===== src/rtl/port_pkg.sv =====
package port_pkg;
    localparam int PORT_W = 8;
    localparam int IRQ_W  = 4;
    localparam int ADDR_W = 5;

    localparam logic [ADDR_W-1:0] ADDR_DATA = 5'h00;
    localparam logic [ADDR_W-1:0] ADDR_DIR  = 5'h04;
    localparam logic [ADDR_W-1:0] ADDR_PDI  = 5'h10;

    typedef enum logic [0:0] {
        IRQ_IDLE    = 1'b0,
        IRQ_PENDING = 1'b1
    } irq_state_t;
endpackage


===== src/rtl/port_sync.sv =====
module port_sync #(
    parameter int W      = 8,
    parameter int STAGES = 2
) (
    input  logic         clk,
    input  logic         rst_n,
    input  logic [W-1:0] d_async,
    output logic [W-1:0] q_sync
);
    logic [W-1:0] stage_q [STAGES];

    generate
        for (genvar s = 0; s < STAGES; s++) begin : g_stage
            if (s == 0) begin : g_first
                always_ff @(posedge clk or negedge rst_n) begin
                    if (!rst_n) stage_q[0] <= '0;
                    else        stage_q[0] <= d_async;
                end
            end else begin : g_next
                always_ff @(posedge clk or negedge rst_n) begin
                    if (!rst_n) stage_q[s] <= '0;
                    else        stage_q[s] <= stage_q[s-1];
                end
            end
        end
    endgenerate

    assign q_sync = stage_q[STAGES-1];
endmodule


===== src/rtl/port_regs.sv =====
module port_regs
    import port_pkg::*;
#(
    parameter int W  = PORT_W,
    parameter int AW = ADDR_W
) (
    input  logic          clk,
    input  logic          rst_n,
    input  logic          bus_sel,
    input  logic          bus_wr,
    input  logic [AW-1:0] bus_addr,
    input  logic [W-1:0]  bus_wdata,
    input  logic [W-1:0]  pin_sync,
    output logic [W-1:0]  bus_rdata,
    output logic [W-1:0]  dir_q,
    output logic [W-1:0]  latch_q,
    output logic [W-1:0]  pd_en
);
    logic [W-1:0] pdi_q;
    logic wr_data, wr_dir, wr_pdi;

    assign wr_data = bus_sel && bus_wr && (bus_addr == ADDR_DATA);
    assign wr_dir  = bus_sel && bus_wr && (bus_addr == ADDR_DIR);
    assign wr_pdi  = bus_sel && bus_wr && (bus_addr == ADDR_PDI);

    // Output latch: deliberately not reset
    always_ff @(posedge clk) begin
        if (wr_data) latch_q <= bus_wdata;
    end

    always_ff @(posedge clk or negedge rst_n) begin
        if (!rst_n) begin
            dir_q <= '0;
            pdi_q <= '0;
        end else begin
            if (wr_dir) dir_q <= bus_wdata;
            if (wr_pdi) pdi_q <= bus_wdata;
        end
    end

    // Pulldown only on inputs whose inhibit bit is clear
    assign pd_en = ~pdi_q & ~dir_q;

    always_comb begin
        bus_rdata = '0;
        if (bus_sel && !bus_wr) begin
            unique case (bus_addr)
                ADDR_DATA: bus_rdata = (dir_q & latch_q) | (~dir_q & pin_sync);
                ADDR_DIR:  bus_rdata = dir_q;
                default:   bus_rdata = '0;
            endcase
        end
    end

    assert_dir_load_R2: assert property (@(posedge clk) disable iff (!rst_n)
        wr_dir |=> dir_q == $past(bus_wdata));

    assert_dir_hold_R11: assert property (@(posedge clk) disable iff (!rst_n)
        !wr_dir |=> $stable(dir_q));

    assert_pdi_hold_R11: assert property (@(posedge clk) disable iff (!rst_n)
        !wr_pdi |=> $stable(pdi_q));
endmodule


===== src/rtl/port_irq.sv =====
module port_irq
    import port_pkg::*;
#(
    parameter int W = IRQ_W
) (
    input  logic         clk,
    input  logic         rst_n,
    input  logic [W-1:0] pins,
    input  logic         level_mode,
    input  logic         ack,
    output logic         req
);
    irq_state_t   state_q, state_d;
    logic [W-1:0] prev_q;
    logic         rise_any;

    always_ff @(posedge clk or negedge rst_n) begin
        if (!rst_n) prev_q <= '0;
        else        prev_q <= pins;
    end

    assign rise_any = |(pins & ~prev_q);

    always_ff @(posedge clk or negedge rst_n) begin
        if (!rst_n) state_q <= IRQ_IDLE;
        else        state_q <= state_d;
    end

    always_comb begin
        state_d = state_q;
        unique case (state_q)
            IRQ_IDLE:    if (rise_any) state_d = IRQ_PENDING;
            IRQ_PENDING: if (ack && !rise_any) state_d = IRQ_IDLE;
            default:     state_d = IRQ_IDLE;
        endcase
    end

    always_comb begin
        req = (state_q == IRQ_PENDING) || (level_mode && (|pins));
    end

    assert_edge_sets_R7: assert property (@(posedge clk) disable iff (!rst_n)
        rise_any |=> state_q == IRQ_PENDING);

    assert_ack_clears_R9: assert property (@(posedge clk) disable iff (!rst_n)
        (ack && !rise_any) |=> state_q == IRQ_IDLE);

    assert_idle_no_req_R8: assert property (@(posedge clk) disable iff (!rst_n)
        (state_q == IRQ_IDLE && !level_mode) |-> !req);
endmodule


===== src/rtl/bidir_port_ctl.sv =====
module bidir_port_ctl
    import port_pkg::*;
(
    input  logic              clk,
    input  logic              rst_n,
    input  logic              bus_sel,
    input  logic              bus_wr,
    input  logic [ADDR_W-1:0] bus_addr,
    input  logic [PORT_W-1:0] bus_wdata,
    output logic [PORT_W-1:0] bus_rdata,
    input  logic [PORT_W-1:0] pin_in,
    output logic [PORT_W-1:0] pin_out,
    output logic [PORT_W-1:0] pin_oe,
    output logic [PORT_W-1:0] pin_pd_en,
    input  logic              irq_mode,
    input  logic              irq_ack,
    output logic              irq_req
);
    logic [PORT_W-1:0] pin_sync;

    port_sync #(.W(PORT_W), .STAGES(2)) u_sync (
        .clk     (clk),
        .rst_n   (rst_n),
        .d_async (pin_in),
        .q_sync  (pin_sync)
    );

    port_regs #(.W(PORT_W), .AW(ADDR_W)) u_regs (
        .clk       (clk),
        .rst_n     (rst_n),
        .bus_sel   (bus_sel),
        .bus_wr    (bus_wr),
        .bus_addr  (bus_addr),
        .bus_wdata (bus_wdata),
        .pin_sync  (pin_sync),
        .bus_rdata (bus_rdata),
        .dir_q     (pin_oe),
        .latch_q   (pin_out),
        .pd_en     (pin_pd_en)
    );

    port_irq #(.W(IRQ_W)) u_irq (
        .clk        (clk),
        .rst_n      (rst_n),
        .pins       (pin_sync[IRQ_W-1:0]),
        .level_mode (irq_mode),
        .ack        (irq_ack),
        .req        (irq_req)
    );

    assert_oe_no_pd_R5: assert property (@(posedge clk) disable iff (!rst_n)
        $rose(pin_oe[0]) |-> !pin_pd_en[0]);
endmodule


===== config.mk =====
export PLATFORM = sky130hd
export DESIGN_NAME = bidir_port_ctl
export DESIGN_NICKNAME = d
export VERILOG_FILES = /design/src/rtl/port_pkg.sv /design/src/rtl/port_sync.sv /design/src/rtl/port_regs.sv /design/src/rtl/port_irq.sv /design/src/rtl/bidir_port_ctl.sv
export SDC_FILE = /design/constraint.sdc
export NUM_CORES = 1
export LEC_CHECK = 0
export ABC_CLOCK_PERIOD_IN_PS = 2800
export BUFFER_PORTS_ARGS = -buffer_cell sky130_fd_sc_hd__buf_2
export CAP_MARGIN = 0
export CORE_UTILIZATION = 36
export CTS_CLUSTER_DIAMETER = 200
export DETAILED_ROUTE_END_ITERATION = 7
export SYNTH_ARGS = -nofsm -noshare
export SYNTH_HDL_FRONTEND = slang
export SYNTH_SLANG_ARGS = --single-unit

===== constraint.sdc =====
create_clock -name clk -period 2.8 [get_ports clk]
set_input_delay 0.42 -clock clk [delete_from_list [all_inputs] [get_ports clk]]
set_output_delay 0.42 -clock clk [all_outputs]
set_load 0.01 [all_outputs]

==> flow_metrics.tcl, run 1 <==
set metrics [dict create \
    final_common_cell "buf_2" \
    power_mw 1.28 \
    gp_congestion 0.645 \
    cp_slowest_stage_delay_ns 0.57 \
    antenna_found_initial 0 \
    fin_crit_sh_pct 85.2 \
    min_path_type "in -> async" \
    track_usage_pct 15.4 \
    critPathSlowestCell "or4b_4" \
    setup_ws_ns 0.415 \
    slew_viol_final 0 \
    rr_startpoint "u_sync.q_sync[1]" \
    synth_top_area_share_pct 56.4 \
    p_leak_nw 1.00 \
    cp.arrival_ns 1.96 \
    cts_resized 0 \
    path_class "in -> out" \
    port_buffers 59 \
    r2r-end "u_irq.state_q" \
    drive_gt1_share_pct 48.4 \
    maxSlewHeadroom_pct 46.3 \
    wl_per_cell_um 14.4 \
    clk_pin_slew_ns 0.08 \
    cp.depth 5 \
    fp.dieW_um 69.6 \
    power.density_nw_per_um2 613 \
    startpoint "bus_addr[1]" \
    vias 1138 \
    ys_warn_count 0 \
    final_core_util_pct 47.6 \
    hold_violations 0 \
    fin_nets 208 \
    drtIter0Drc 43 \
    postCtsSetupRepairBufs 0 \
    crit_chain "buf_2, or4b_4, or3_1, a21oi_1, buf_2" \
    cp_num_buf_inv 2 \
    synth.distinct_cells 21 \
    cts.sinks 45 \
    ys_ff_latch 45 \
    cts_tree "done" \
    clock_path_buffers 2 \
    synth_nets 144 \
    final_cell_mix "buf_2, dfrtp_1, mux2_2" \
    required_ns 2.38 \
    crit_family "simple AND/OR/NAND/NOR gates" \
    initial_core_util_pct 37.5 \
    dr.pass1.iters 4 \
    ff2ff_path_depth 2 \
    grt_pass1_wl_mm 5.69 \
    path_max_fanout 8 \
    core_area_sq_um 4380 \
    rsz0062_at_grt "false" \
    dpl.hpwl_mm 2.38 \
    clock_latency_ns 0.28 \
    vias_per_cell 4.86 \
    worst_pin_slew_ns 0.806 \
    antenna_left 0 \
    cts_buffers 5 \
    yosysTopAreaCell "dfrtp_1" \
    area_delta_synth_final_pct 27.0 \
    status "finished, final reports clean" \
    ir_worst_vdd_mv 0.280 \
    htree_levels 2 \
    pin_count 60 \
    cap_violations 0 \
    clockRootBuffer "clkbuf_8" \
    setup_tns_ns 0 \
    syn_inst 117 \
    finalCriticalPeriod_ns 2.38 \
    die_h_um 69.6 \
    crit_top_cell "buf_2" \
    start_kind "primary input" \
    die-area_sq_um 4840 \
    dp_worst_setup_slack_ns 0.407 \
    setup_viol_count_final 0 \
    num_rows 24 \
    cp-endpoint "bus_rdata[3]" \
    overflow 0 \
    grt_max_degree 38 \
    ys_seq_area_share_pct 71.0 \
    hold_buffers 0 \
    syn_area_sq_um 1640 \
    synth.area.top_cells "dfrtp_1, edfxtp_1, mux2_2" \
    fin_cells 234 \
    drc_errors 0 \
    skew_ns 0.00524 \
    r2r_setup_slack_ns 1.76 \
    routed_wl_mm 3.38 \
    syn-mean-instance-area_sq_um 14.0 \
    grt_pass1_vias 1188 \
    antenna_cells 0 \
    dp_cells 226 \
    timing.fmax_mhz 419 \
    endpoint_kind "primary output" \
]
[registers in the layout (all words and copies together), names as in the netlist]
name	flops
u_irq.prev_q	4
u_irq.state_q	1
u_regs.dir_q	8
u_regs.latch_q	8
u_regs.pdi_q	8
u_sync.q_sync	8
u_sync.stage_q	8
[worst reg2reg max path: stages (launching register included)]
cell	delay, ns
dfrtp_1	0.42
a222oi_1	0.32
o221ai_1	0.17
[how the worst min path moves through the flow]
| stage | to | startpoint | depth (start not counted) | slack (ns) |
|---|---|---|---|---|
| finish | u_sync.q_sync[7] | rst_n | 1 | 0.22 |
| CTS | u_sync.q_sync[7] | rst_n | 1 | 0.23 |
| detailed placement | u_sync.q_sync[3] | u_sync.stage_q[11] | 0 | 0.34 |
| global placement | u_sync.q_sync[7] | u_sync.stage_q[15] | 0 | 0.33 |
| floorplan | u_irq.prev_q[0] | rst_n | 0 | 0.12 |
| global route | u_sync.stage_q[12] | pin_in[4] | 1 | 0.22 |
[synth_stat cells, drive strengths merged]
master / count
o21ai: 8
nor4b: 1
or4b: 1
nand2: 6
mux2: 16
nand3b: 1
dfrtp: 37
o221ai: 1
a21oi: 8
nor2: 14
or3b: 1
clkbuf: 2
or3: 3
a222oi: 1
nor3: 1
buf: 1
nand2b: 1
edfxtp: 8
o41ai: 1
inv: 5
[layer usage]
| layer | wire [um] | vias up | part of all wire, % | global-route usage, % |
|---|---|---|---|---|
| met2 | 1790 | 33 | 53 | 27.1 |
| met5 | 0 | - | 0 | 0 |
| met4 | 23 | 0 | 0.68 | 4.76 |
| met1 | 1400 | 565 | 41 | 18.2 |
| li1 | - | 538 | - | - |
| met3 | 165 | 2 | 4.9 | 4.36 |
[cells by family after synthesis]
kind of cell / Yosys count / share of synthesized area [%]
compound gates: 19 / 6.55
buf+inv: 8 / 1.90
simple gates: 29 / 9.60
flops: 45 / 71.0
mux: 16 / 11.0
[final cells by class]
class                           instances  area [sq um]
Tap cell                               52          65.1
Sequential cell                        45          1170
Inverter                                5          18.8
Clock buffer                            6          72.6
Fill cell                             401          2300
Multi-Input combinational cell         64           452
Clock inverter                          2          10.0
Timing Repair Buffer                   60           303
[where the power goes]
group	leakage, nW	internal (mW)	switching [mW]
combinational	0.428	0.0803	0.0825
clock	0.0450	0.173	0.197
sequential	0.528	0.713	0.0344
total	1.00	0.966	0.313
[stage by stage]
stage,hold slack [ns],area [sq um]
after detailed placement,0.336,2000
after global placement,0.333,2000
final,0.217,2090
after global routing,0.216,2090
after CTS,0.227,2090
after floorplan,0.124,1640
Power figures use the tool's default switching activity.
==> run 2: changes to the inputs <==
--- a/config.mk
+++ b/config.mk
@@ -11,6 +11,7 @@
 export CORE_UTILIZATION = 36
 export CTS_CLUSTER_DIAMETER = 200
 export DETAILED_ROUTE_END_ITERATION = 7
+export GPL_TIMING_DRIVEN = 0
 export SYNTH_ARGS = -nofsm -noshare
 export SYNTH_HDL_FRONTEND = slang
 export SYNTH_SLANG_ARGS = --single-unit
==> flow_metrics.tcl, run 2 (same netlist as run 1, synthesis figures left out) <==
set metrics [dict create \
    status "finished, final reports clean" \
    finalCriticalPeriod_ns 2.35 \
    wl_per_cell_um 15.0 \
    slew_viol_final 0 \
    cap_violations 0 \
    antenna_left 0 \
    dr.pass1.iters 6 \
    critPathSlowestCell "or4b_4" \
    endpoint_kind "primary output" \
    path_max_fanout 8 \
    cts.sinks 45 \
    initial_core_util_pct 37.5 \
    pin_count 60 \
    clockRootBuffer "clkbuf_8" \
    cp_slowest_stage_delay_ns 0.57 \
    hold_violations 0 \
    p_sw_mw 0.323 \
    vias_per_cell 4.78 \
    core_area_sq_um 4380 \
    cp.arrival_ns 1.93 \
    die_h_um 69.6 \
    fin_nets 210 \
    setup_viol_count_final 0 \
    fin_cells 236 \
    antenna_found_initial 0 \
    drive_gt1_share_pct 48.4 \
    worst_pin_slew_ns 0.822 \
    skew_ns 0.00124 \
    rr_startpoint "u_sync.q_sync[1]" \
    postCtsSetupRepairBufs 0 \
    num_rows 24 \
    grt_pass1_wl_mm 6.02 \
    antenna_cells 0 \
    area_delta_synth_final_pct 28.6 \
    dpl.hpwl_mm 2.50 \
    p_leak_nw 1.01 \
    port_buffers 58 \
    crit_top_cell "buf_2" \
    ir_worst_vdd_mv 0.320 \
    power.density_nw_per_um2 634 \
    clock_path_buffers 2 \
    clkPwrFrac_pct 31.8 \
    min_path_type "in -> async" \
    gp_congestion 0.723 \
    grt_max_degree 38 \
    required_ns 2.38 \
    cts_tree "done" \
    drtIter0Drc 34 \
    final_cell_mix "buf_2, dfrtp_1, mux2_2" \
    cts_buffers 5 \
    overflow 0 \
    grt_pass1_vias 1206 \
    crit_chain "buf_2, or4b_4, or3_1, buf_2, a21oi_1, buf_2" \
    clock_latency_ns 0.28 \
    maxSlewHeadroom_pct 45.2 \
    ff2ff_path_depth 2 \
    p_comb_share_pct 12.4 \
    power_mw 1.34 \
    htree_levels 2 \
    track_usage_pct 16.3 \
    r2r_setup_slack_ns 1.75 \
    seq_power_share_pct 55.8 \
    drc_errors 0 \
    final_common_cell "buf_2" \
    dp_cells 228 \
    vias 1129 \
    clk_pin_slew_ns 0.08 \
    fin_crit_sh_pct 83.9 \
    swShare_pct 24.1 \
    hold_buffers 0 \
    timing.fmax_mhz 426 \
    fp.dieW_um 69.6 \
    start_kind "primary input" \
    cts_resized 0 \
    path_class "in -> out" \
    r2r-end "u_irq.state_q" \
    p_int_mw 1.02 \
    die-area_sq_um 4840 \
    routed_wl_mm 3.54 \
    rsz0062_at_grt "false" \
]
run 2: cell count changes in the layout (fill, tap and decap cells not counted), sizes merged:
cell,change
clkbuf,+3
clkinv,-1
run 2: power groups by stage:
stage / registers (mW) / logic (mW) / clock network (mW)
2_1_floorplan: 0.758 / 0.0771 / 0
3_3_place_gp: 0.756 / 0.163 / 0
3_5_place_dp: 0.760 / 0.168 / 0
4_1_cts: 0.746 / 0.168 / 0.438
5_1_grt: 0.754 / 0.188 / 0.465
6_report: 0.747 / 0.166 / 0.426
run 2: critical path, delay by kind of cell:
kind                   cells  cell delay [ns]
AND/OR/NAND/NOR            2             0.89
buffers and inverters      3             0.45
AO/OA/AOI/OAI              1             0.16
run 2: per-stage QoR:
stage / setup slack, ns / instance area, sq um / hold WS, ns / util, % / setup TNS [ns]
6_report: 0.451 / 2110 / 0.201 / 48.2 / 0
5_1_grt: 0.394 / 2110 / 0.217 / 48.2 / 0
4_1_cts: 0.458 / 2110 / 0.221 / 48.2 / 0
3_5_place_dp: 0.459 / 2010 / 0.336 / 45.9 / 0
3_3_place_gp: -0.378 / 2000 / 0.333 / 45.6 / -3.02
2_1_floorplan: 0.409 / 1640 / 0.124 / - / 0
run 2: how the worst max path moves through the flow:
stage | depth (start not counted) | from | to
2_1_floorplan | 2 | bus_addr[1] | u_regs.latch_q[0]
3_3_place_gp | 3 | bus_addr[1] | u_regs.latch_q[6]
3_5_place_dp | 6 | bus_addr[1] | bus_rdata[4]
4_1_cts | 6 | bus_addr[1] | bus_rdata[4]
5_1_grt | 6 | bus_addr[1] | bus_rdata[4]
6_report | 6 | bus_addr[1] | bus_rdata[4]
run 2: cell type report:
class	count	area, sq um
plain buffers	3	12.5
clock buffers	7	96.3
flip-flops and latches	45	1170
repair buffers	59	298
inverters	5	18.8
well taps	52	65.1
fillers	408	2270
multi-input cells	64	452
clock inverters	1	5.00
run 2: layer usage:
layer	vias to the layer above	GRT usage (%)	wire, um
li1	538	-	-
met1	554	20.3	1590
met2	33	27.6	1780
met3	4	3.92	144
met4	0	5.90	29
met5	-	0	0
==> run 3: changes to the inputs <==
--- a/config.mk
+++ b/config.mk
@@ -5,7 +5,7 @@
 export SDC_FILE = /design/constraint.sdc
 export NUM_CORES = 1
 export LEC_CHECK = 0
-export ABC_CLOCK_PERIOD_IN_PS = 2800
+export ABC_CLOCK_PERIOD_IN_PS = 2300
 export BUFFER_PORTS_ARGS = -buffer_cell sky130_fd_sc_hd__buf_2
 export CAP_MARGIN = 0
 export CORE_UTILIZATION = 36
==> constraint.sdc (replaced) <==
create_clock -name clk -period 2.3 [get_ports clk]
set_input_delay 0.345 -clock clk [delete_from_list [all_inputs] [get_ports clk]]
set_output_delay 0.345 -clock clk [all_outputs]
set_load 0.01 [all_outputs]
==> flow_metrics.tcl, run 3 (same netlist as run 1, synthesis figures left out) <==
set metrics [dict create \
    routed_wl_mm 3.39 \
    die-area_sq_um 4840 \
    rsz0062_at_grt "false" \
    cp.arrival_ns 1.82 \
    htree_levels 2 \
    cts_tree "done" \
    final_common_cell "buf_2" \
    required_ns 1.96 \
    final_area_sq_um 2090 \
    cts_resized 0 \
    area_delta_synth_final_pct 27.5 \
    path_max_fanout 8 \
    clockRootBuffer "clkbuf_8" \
    postCtsSetupRepairBufs 0 \
    antenna_found_initial 0 \
    ir_worst_vdd_mv 0.396 \
    grt_max_degree 38 \
    grt_pass1_vias 1199 \
    antenna_left 0 \
    place_area_sq_um 2000 \
    power_mw 1.59 \
    cap_violations 0 \
    worst_pin_slew_ns 1.11 \
    vias 1118 \
    grt_pass1_wl_mm 5.82 \
    clock_latency_ns 0.28 \
    status "finished, final reports clean" \
    slew_viol_final 0 \
    final_cell_mix "buf_2, dfrtp_1, mux2_2" \
    antenna_cells 0 \
    track_usage_pct 15.6 \
    maxSlewHeadroom_pct 25.8 \
    gp_congestion 0.675 \
    finalCriticalPeriod_ns 2.16 \
    wl_per_cell_um 14.4 \
    fin_crit_sh_pct 94.0 \
    initial_core_util_pct 37.5 \
    die_h_um 69.6 \
    power.density_nw_per_um2 760 \
    dp_worst_setup_slack_ns -0.107 \
    dpl.hpwl_mm 2.43 \
    drive_gt1_share_pct 47.0 \
    min_path_type "in -> async" \
    final_core_util_pct 47.8 \
    dr.pass1.iters 4 \
    cts_buffers 5 \
    setup_tns_ns 0 \
    path_class "in -> out" \
    vias_per_cell 4.76 \
    num_rows 24 \
    drc_errors 0 \
    clock_path_buffers 2 \
    start_kind "primary input" \
    fp.dieW_um 69.6 \
    hold_violations 0 \
    p_leak_nw 0.997 \
    core_area_sq_um 4380 \
    hold_buffers 0 \
    drtIter0Drc 38 \
    endpoint_kind "primary output" \
    clk_pin_slew_ns 0.08 \
    skew_ns 0.00480 \
    setup_ws_ns 0.137 \
    fin_nets 209 \
    fillers 412 \
    pin_count 60 \
    timing.fmax_mhz 462 \
    cts.sinks 45 \
    setup_viol_count_final 0 \
    port_buffers 58 \
    overflow 0 \
]
-- run 3: area by class of cell --
type                       count  area (sq um)  share of cell area, %
inverter                       5          18.8                  0.896
tap                           52          65.1                   3.11
timing repair buffer          58           290                   13.9
multi-input combinational     64           452                   21.6
buffer                         3          12.5                  0.597
clock buffer                   8          90.1                   4.30
sequential                    45          1170                   55.7
-- run 3: final timing paths --
kind                                   start                  to  cells past startpoint  slack, ns
max                              bus_addr[1]        bus_rdata[3]                      6       0.14
min                                    rst_n    u_sync.q_sync[7]                      1       0.13
max reg2reg                 u_sync.q_sync[1]       u_irq.state_q                      2       1.25
min reg2reg                u_sync.stage_q[8]    u_sync.q_sync[0]                      0       0.34
max in group asynchronous              rst_n   u_sync.stage_q[9]                      1       1.64
min in group clk                   pin_in[7]  u_sync.stage_q[15]                      1       0.15
-- run 3: critical path, stage by stage --
cell,delay (ns)
buf_2,0.10
or4b_4,0.58
or3_1,0.31
buf_2,0.19
a21oi_1,0.15
buf_2,0.15
-- run 3: metal layers --
layer	wire length (um)	GRT usage, %
met1	1370	18.1
met2	1750	27.0
met3	217	4.80
met4	52	6.12
met5	0	0
-- run 3: metrics by stage --
step           hold slack (ns)  cells
2_1_floorplan           0.0494    117
5_1_grt                  0.139    235
3_3_place_gp             0.334    227
4_1_cts                  0.146    235
3_5_place_dp             0.336    227
6_report                 0.127    235
-- run 3: where the power goes --
part / switching (mW) / internal [mW] / total [mW]
clock network: 0.238 / 0.245 / 0.483
registers: 0.0397 / 0.868 / 0.907
logic: 0.103 / 0.0978 / 0.201
total: 0.380 / 1.21 / 1.59
